## config.mk

```make
export PLATFORM = sky130hd
export DESIGN_NAME = tc16_timer
export DESIGN_NICKNAME = d
export VERILOG_FILES = /design/src/rtl/tc16_pkg.sv /design/src/rtl/tc16_edge_arm.sv /design/src/rtl/tc16_prescale.sv /design/src/rtl/tc16_sync_chain.sv /design/src/rtl/tc16_timer.sv
export SDC_FILE = /design/constraint.sdc
export NUM_CORES = 1
export LEC_CHECK = 0
export BUFFER_PORTS_ARGS = -buffer_cell sky130_fd_sc_hd__clkbuf_2
export CAP_MARGIN = 20
export CORE_ASPECT_RATIO = 1.25
export CORE_MARGIN = 1
export CORE_UTILIZATION = 50
export DETAILED_ROUTE_END_ITERATION = 10
export PLACE_DENSITY = 0.7
export SLEW_MARGIN = 20
export SYNTH_ARGS = -nofsm -noshare
export SYNTH_HDL_FRONTEND = slang
export SYNTH_SLANG_ARGS = --single-unit
```

## constraint.sdc

```tcl
create_clock -name clk -period 2.55 [get_ports clk]
set_input_delay 0.255 -clock clk [delete_from_list [all_inputs] [get_ports clk]]
set_output_delay 0.255 -clock clk [all_outputs]
set_load 0.01 [all_outputs]
```

## src/rtl/tc16_pkg.sv

```systemverilog
package tc16_pkg;

    localparam int BYTE_W    = 8;
    localparam int CNT_W     = 2 * BYTE_W;
    localparam int PHASE_W   = 2;
    localparam int PS_SEL_W  = 2;
    localparam int PS_CNT_W  = (1 << PS_SEL_W) - 1;
    localparam int SYNC_DEPTH = 2;

    typedef enum logic [1:0] {
        REG_CTRL = 2'd0,
        REG_LO   = 2'd1,
        REG_HI   = 2'd2,
        REG_STAT = 2'd3
    } reg_sel_e;

    typedef struct packed {
        logic [PS_SEL_W-1:0] ratio;
        logic                pin_sel;
        logic                bypass;
        logic                src_ext;
        logic                run;
    } ctrl_t;

    localparam int CTRL_W = $bits(ctrl_t);

    typedef enum logic [1:0] {
        ARM_OFF       = 2'd0,
        ARM_WAIT_FALL = 2'd1,
        ARM_LIVE      = 2'd2
    } arm_state_e;

endpackage

```

## src/rtl/tc16_edge_arm.sv

```systemverilog
module tc16_edge_arm
    import tc16_pkg::*;
(
    input  logic clk,
    input  logic rst_n,
    input  logic enable,
    input  logic pin,
    output logic tick_o
);

    logic       cap_q;
    logic       prev_q;
    logic       rise;
    logic       fall;
    arm_state_e state_q;
    arm_state_e state_nxt;

    always_ff @(posedge clk or negedge rst_n) begin
        if (!rst_n) begin
            cap_q  <= 1'b0;
            prev_q <= 1'b0;
        end else begin
            cap_q  <= pin;
            prev_q <= cap_q;
        end
    end

    assign rise = cap_q & ~prev_q;
    assign fall = ~cap_q & prev_q;

    always_ff @(posedge clk or negedge rst_n) begin
        if (!rst_n) begin
            state_q <= ARM_OFF;
        end else begin
            state_q <= state_nxt;
        end
    end

    always_comb begin
        state_nxt = state_q;
        unique case (state_q)
            ARM_OFF: begin
                if (enable) state_nxt = ARM_WAIT_FALL;
            end
            ARM_WAIT_FALL: begin
                if (!enable)   state_nxt = ARM_OFF;
                else if (fall) state_nxt = ARM_LIVE;
            end
            ARM_LIVE: begin
                if (!enable) state_nxt = ARM_OFF;
            end
            default: state_nxt = ARM_OFF;
        endcase
    end

    always_comb begin
        tick_o = 1'b0;
        unique case (state_q)
            ARM_LIVE: tick_o = rise & enable;
            default:  tick_o = 1'b0;
        endcase
    end

    // the live state is only reachable through the wait state
    assert_live_via_wait_R5: assert property (@(posedge clk) disable iff (!rst_n)
        (state_q == ARM_LIVE) |-> ($past(state_q) != ARM_OFF));

    // dropping enable always returns to the off state
    assert_drop_to_off_R10: assert property (@(posedge clk) disable iff (!rst_n)
        (!enable) |=> (state_q == ARM_OFF));

endmodule

```

## src/rtl/tc16_prescale.sv

```systemverilog
module tc16_prescale #(
    parameter int SEL_W = 2,
    parameter int CNT_W = (1 << SEL_W) - 1
) (
    input  logic             clk,
    input  logic             rst_n,
    input  logic             clr,
    input  logic             tick,
    input  logic [SEL_W-1:0] sel,
    output logic             out_o
);

    logic [CNT_W-1:0] cnt_q;
    logic [CNT_W-1:0] mask;

    assign mask  = CNT_W'((1 << sel) - 1);
    assign out_o = tick && (cnt_q == mask);

    always_ff @(posedge clk or negedge rst_n) begin
        if (!rst_n) begin
            cnt_q <= '0;
        end else if (clr) begin
            cnt_q <= '0;
        end else if (tick) begin
            if (cnt_q == mask) cnt_q <= '0;
            else               cnt_q <= cnt_q + CNT_W'(1);
        end
    end

    // the divider count never passes the selected ratio
    assert_count_in_ratio_R3: assert property (@(posedge clk) disable iff (!rst_n)
        cnt_q <= mask);

endmodule

```

## src/rtl/tc16_sync_chain.sv

```systemverilog
module tc16_sync_chain #(
    parameter int DEPTH = 2
) (
    input  logic             clk,
    input  logic             rst_n,
    input  logic             clr,
    input  logic             d,
    output logic [DEPTH-1:0] taps
);

    for (genvar i = 0; i < DEPTH; i++) begin : g_stage
        logic src;
        if (i == 0) begin : g_first
            assign src = d;
        end else begin : g_rest
            assign src = taps[i-1];
        end
        always_ff @(posedge clk or negedge rst_n) begin
            if (!rst_n)   taps[i] <= 1'b0;
            else if (clr) taps[i] <= 1'b0;
            else          taps[i] <= src;
        end
    end

endmodule

```

## src/rtl/tc16_timer.sv

```systemverilog
module tc16_timer
    import tc16_pkg::*;
(
    input  logic              clk,
    input  logic              rst_n,
    input  logic              sleep_i,
    input  logic              pin_a_i,
    input  logic              pin_b_i,
    input  logic              bus_we_i,
    input  logic [1:0]        bus_addr_i,
    input  logic [BYTE_W-1:0] bus_wdata_i,
    output logic [BYTE_W-1:0] bus_rdata_o,
    output logic              ovf_o
);

    ctrl_t               ctrl_q;
    logic [CNT_W-1:0]    cnt_q;
    logic                ovf_q;
    logic [PHASE_W-1:0]  phase_q;
    reg_sel_e            sel;
    logic                wr_ctrl, wr_lo, wr_hi, wr_stat, wr_cnt, wr_cfg;
    logic                run_int, run_ext;
    logic                int_tick, arm_tick, pre_tick, pre_out;
    logic                ext_pin;
    logic [SYNC_DEPTH-1:0] sync_taps;
    logic                inc_int, inc_ext, inc;

    assign sel     = reg_sel_e'(bus_addr_i);
    assign wr_ctrl = bus_we_i && (sel == REG_CTRL);
    assign wr_lo   = bus_we_i && (sel == REG_LO);
    assign wr_hi   = bus_we_i && (sel == REG_HI);
    assign wr_stat = bus_we_i && (sel == REG_STAT);
    assign wr_cnt  = wr_lo | wr_hi;
    assign wr_cfg  = wr_cnt | wr_ctrl;

    assign run_int = ctrl_q.run & ~ctrl_q.src_ext;
    assign run_ext = ctrl_q.run &  ctrl_q.src_ext;

    // control register
    always_ff @(posedge clk or negedge rst_n) begin
        if (!rst_n)       ctrl_q <= '0;
        else if (wr_ctrl) ctrl_q <= ctrl_t'(bus_wdata_i[CTRL_W-1:0]);
    end

    // divide-by-four phase for the internal source
    always_ff @(posedge clk or negedge rst_n) begin
        if (!rst_n)                  phase_q <= '0;
        else if (wr_cfg || !run_int) phase_q <= '0;
        else                         phase_q <= phase_q + PHASE_W'(1);
    end
    assign int_tick = run_int && (phase_q == {PHASE_W{1'b1}});

    // external pin path
    assign ext_pin = ctrl_q.pin_sel ? pin_a_i : pin_b_i;

    tc16_edge_arm u_arm (
        .clk    (clk),
        .rst_n  (rst_n),
        .enable (run_ext),
        .pin    (ext_pin),
        .tick_o (arm_tick)
    );

    assign pre_tick = ctrl_q.src_ext ? arm_tick : int_tick;

    tc16_prescale #(
        .SEL_W (PS_SEL_W),
        .CNT_W (PS_CNT_W)
    ) u_pre (
        .clk   (clk),
        .rst_n (rst_n),
        .clr   (wr_cfg | ~ctrl_q.run),
        .tick  (pre_tick),
        .sel   (ctrl_q.ratio),
        .out_o (pre_out)
    );

    tc16_sync_chain #(
        .DEPTH (SYNC_DEPTH)
    ) u_sync (
        .clk   (clk),
        .rst_n (rst_n),
        .clr   (~run_ext),
        .d     (pre_out & run_ext),
        .taps  (sync_taps)
    );

    assign inc_int = run_int & pre_out;
    assign inc_ext = run_ext & (ctrl_q.bypass ? sync_taps[0]
                                              : (sync_taps[SYNC_DEPTH-1] & ~sleep_i));
    assign inc     = inc_int | inc_ext;

    // counter halves
    always_ff @(posedge clk or negedge rst_n) begin
        if (!rst_n) begin
            cnt_q <= '0;
        end else if (wr_cnt) begin
            if (wr_lo) cnt_q[BYTE_W-1:0]     <= bus_wdata_i;
            if (wr_hi) cnt_q[CNT_W-1:BYTE_W] <= bus_wdata_i;
        end else if (inc) begin
            cnt_q <= cnt_q + CNT_W'(1);
        end
    end

    // sticky overflow
    always_ff @(posedge clk or negedge rst_n) begin
        if (!rst_n)                              ovf_q <= 1'b0;
        else if (inc && !wr_cnt && (&cnt_q))     ovf_q <= 1'b1;
        else if (wr_stat && !bus_wdata_i[0])     ovf_q <= 1'b0;
    end
    assign ovf_o = ovf_q;

    always_comb begin
        unique case (sel)
            REG_CTRL: bus_rdata_o = BYTE_W'(ctrl_q);
            REG_LO:   bus_rdata_o = cnt_q[BYTE_W-1:0];
            REG_HI:   bus_rdata_o = cnt_q[CNT_W-1:BYTE_W];
            REG_STAT: bus_rdata_o = BYTE_W'(ovf_q);
        endcase
    end

    // the counter moves by at most one per clock unless written
    assert_single_step_R2: assert property (@(posedge clk) disable iff (!rst_n)
        !wr_cnt |=> (cnt_q == $past(cnt_q)) || (cnt_q == $past(cnt_q) + CNT_W'(1)));

    // a stopped counter holds its value
    assert_frozen_when_off_R10: assert property (@(posedge clk) disable iff (!rst_n)
        (!ctrl_q.run && !wr_cnt) |=> $stable(cnt_q));

    // synchronized external counting stalls while asleep
    assert_sleep_hold_R7: assert property (@(posedge clk) disable iff (!rst_n)
        (run_ext && !ctrl_q.bypass && sleep_i && !wr_cnt) |=> $stable(cnt_q));

    // a wrap raises the flag
    assert_wrap_sets_flag_R8: assert property (@(posedge clk) disable iff (!rst_n)
        (!wr_cnt && (&cnt_q)) ##1 (cnt_q == '0) |-> ovf_q);

    // the flag only drops on a zero write to status
    assert_ovf_sticky_R8: assert property (@(posedge clk) disable iff (!rst_n)
        (ovf_q && !(wr_stat && !bus_wdata_i[0])) |=> ovf_q);

endmodule

```

==> key figures <==
STA
  – RSZ-0062 raised after global routing: no
  – Fin crit share: between 80% and 90%
  – Final hold violation count: 0
  – Final setup margin: between 0.4 and 0.5 ns
  – Worst-margin pin slew: roughly 0.84 ns
  – Min Tclk post-route: 2.076 ns
  – Total negative slack: 0 ns
  – Rel. slew slack: 44.21%
  – # setup viols final: 0
  – Max Fclk: just under 500 MHz
  – Max-slew violations: 0
  – Max Clock Skew: 0.003801 ns

Clock network
  – CTS clk-pin slew, worst paths: 0.07 ns
  – Post-CTS Setup Bufs: 0
  – Total CTS buffers: 5
  – CTS tree: done
  – CTS Buffer Depth: 2
  – CTS Sinks: 34
  – Cts repair resizes: 0
  – Worst-Skew Late Latency: 0.29 ns
  – Clock root buffer master: clkbuf_8
  – CTS Hold Bufs: 0
  – H-tree depth: 2

Floorplanning
  – Die W: 60.20 µm
  – Top-level I/O count: 25
  – # rows: 26
  – Initial core utilization: a little over half
  – Die ar.: about 4500 µm²
  – Die Y: around 75 µm
  – CORE AREA: 4066 µm²

Power
  – LEAKAGE: around 1.1 nW
  – Power Dens Cells: between 600 and 700 nW/µm²
  – Worst VDD drop: ~0.48 mV
  – Total power: 1.647 mW

GRT
  – GRT overflow: 0
  – Initial antenna violation count: 0
  – Pin count of the biggest net entering global routing: 35
  – First-pass GRT wire length: about 9 mm
  – GRT Util Overall: 27.31%
  – Vias in the first global route: a little under 2k

Critical path
  – Max stage delay on crit path: approximately 0.43 ns
  – Worst Path Max Fanout: 11
  – Crit. End Element: register
  – Crit path max-delay family: simple AND/OR/NAND/NOR gates
  – WP data required: between 2 and 3 ns
  – Worst path bufs/invs: 0
  – Critical Path, Cell by Cell: nor3_2 -> nand3_2 -> a311oi_4 -> o211ai_2 -> or3_1 -> a31oi_1
  – CP startpoint kind: register
  – Critical-path top delay cell: dfrtp_1
  – WP data arrival: 2.28 ns
  – Critical path class: reg -> reg

Placed design
  – Hpwl dp: between 3 and 4 mm
  – DP Area: 2321 µm²
  – Dpl ws: approximately 0.46 ns
  – Port bufs: 24
  – GPL Wtd Cong: approximately 0.95

Detailed routing
  – ANT nets after route: 0
  – First-pass detailed-route iteration total: 4
  – Routed vias: between 1.5k and 2k
  – Residual DRC: 0
  – DR WL/cell: 16.98 µm
  – Total Wirelength: between 5 and 6 mm
  – Via density: between 6 and 7
  – 1st-iter DRT viols: roughly 140

Run status
  – Status: finished, final reports clean

Cells and area
  – Core Util, Final: 60.46%
  – Fill cells: roughly 370
  – Final Cell Area: between 2000 and 2500 µm²
  – Layout Nets: 278
  – Layout cells sized above 1: around 22%
  – Area grow syn2layout: 16.13%
  – ANT cells: 0

Logic synthesis
  – Synth Flop Type: dfrtp_1
  – Most numerous cell in the Yosys netlist: dfrtp_1
  – Syn. warnings: 0
  – Post-synthesis area per instance: between 9 and 10 µm²
  – Yosys reg bits: 34
  – Post-synth top cells: dfrtp_1, nand2_1, nor2_1, o21ai_0, a21oi_1
  – Top cell type by total area after synthesis: dfrtp_1
  – Sequential area share after synthesis: about 40%
  – Area share of the largest cell type after synthesis: between 40% and 50%
  – Synthesized instance count: between 200 and 250
  – Syn nets: 249
  – Post-synth ARST share: between 90% and 100%
  – Synth unique cells: 54
  – Area contributors post-synth: dfrtp_1, nand2_1, mux2_2
  – Post-synth EDFFs: 0
  – Mapped Area: between 2000 and 2500 µm²

Flow run
  – Max-cap violation count: 0

Min path
  – Hold crit path type: in -> async
metal layers:
layer  GRT usage, %  wire length (µm)
met4          13.70               239
met3          4.639               349
met1          34.18              2247
met5              0                 0
met2          45.05              2530
stage by stage:
stage               hold WS, ns  std cells
finish                  0.05730        316
global route             0.1310        316
CTS                     0.09071        316
detailed placement       0.4039        308
global placement         0.3934        308
floorplan              -0.04059        230
cell type report:
cell class              count  area, µm²  area share, %
multi-input cells         184       1212          49.31
well taps                  56      70.07          2.850
inverters                   2      7.507         0.3053
clock buffers               5      68.82          2.799
repair buffers             32      180.2          7.328
flip-flops and latches     34      850.8          34.61
clock inverters             3      68.82          2.799
report_power, final:
group | switching, mW | internal, mW
Combinational | 0.163 | 0.143
Sequential | 0.122 | 0.615
Clock | 0.212 | 0.392
Total | 0.497 | 1.15
layout by cell type, fill, tap and decap left out, types with 6 or more instances in the layout:
| cell | n |
|---|---|
| dfrtp_1 | 34 |
| buf_4 | 8 |
| mux2_2 | 7 |
| o21ai_0 | 14 |
| a31oi_1 | 6 |
| nor3_1 | 6 |
| mux2i_1 | 7 |
| nor2_1 | 16 |
| nand2b_1 | 6 |
| nand2_1 | 29 |
| clkbuf_2 | 24 |
| nand3_1 | 7 |
| a21oi_1 | 12 |
path summary, 6_finish.rpt:
path / start / endpoint / slack [ns] / depth (start not counted)
worst max-delay path: ctrl_q[5]$_DFFE_PN0P_ / cnt_q[5]$_DFFE_PN0P_ / 0.47 / 6
worst min-delay path: rst_n / u_arm.state_q[0]$_DFFE_PN0P_ / 0.06 / 1
worst max register to register: ctrl_q[5]$_DFFE_PN0P_ / cnt_q[5]$_DFFE_PN0P_ / 0.47 / 6
worst min register to register: u_arm.cap_q$_DFF_PN0_ / u_arm.prev_q$_DFF_PN0_ / 0.42 / 0
max in group asynchronous: rst_n / u_pre.cnt_q[2]$_DFFE_PN0P_ / 1.97 / 1
min in group clk: pin_b_i / u_arm.cap_q$_DFF_PN0_ / 0.21 / 2
flip-flops by register name, summed over array words and instances, names as in the netlist, 2 cells and up:
name,flops
phase_q,2
ctrl_q,6
u_arm.state_q,2
u_pre.cnt_q,3
cnt_q,16
logic make-up (layout without fill, tap and decap cells):
group | after synthesis | after routing | share of synthesized area, %
xor gates and xnor gates | 4 | 4 | 1.655
adders and majority gates | 3 | 3 | 1.773
DFF | 34 | 34 | 40.19
muxes | 15 | 15 | 8.097
AOI/OAI and AO/OA | 69 | 69 | 23.29
buffers and inverters | 12 | 42 | 2.541
and+or+nand+nor | 93 | 93 | 22.46
Note: power is estimated with default switching activity, not from simulation.
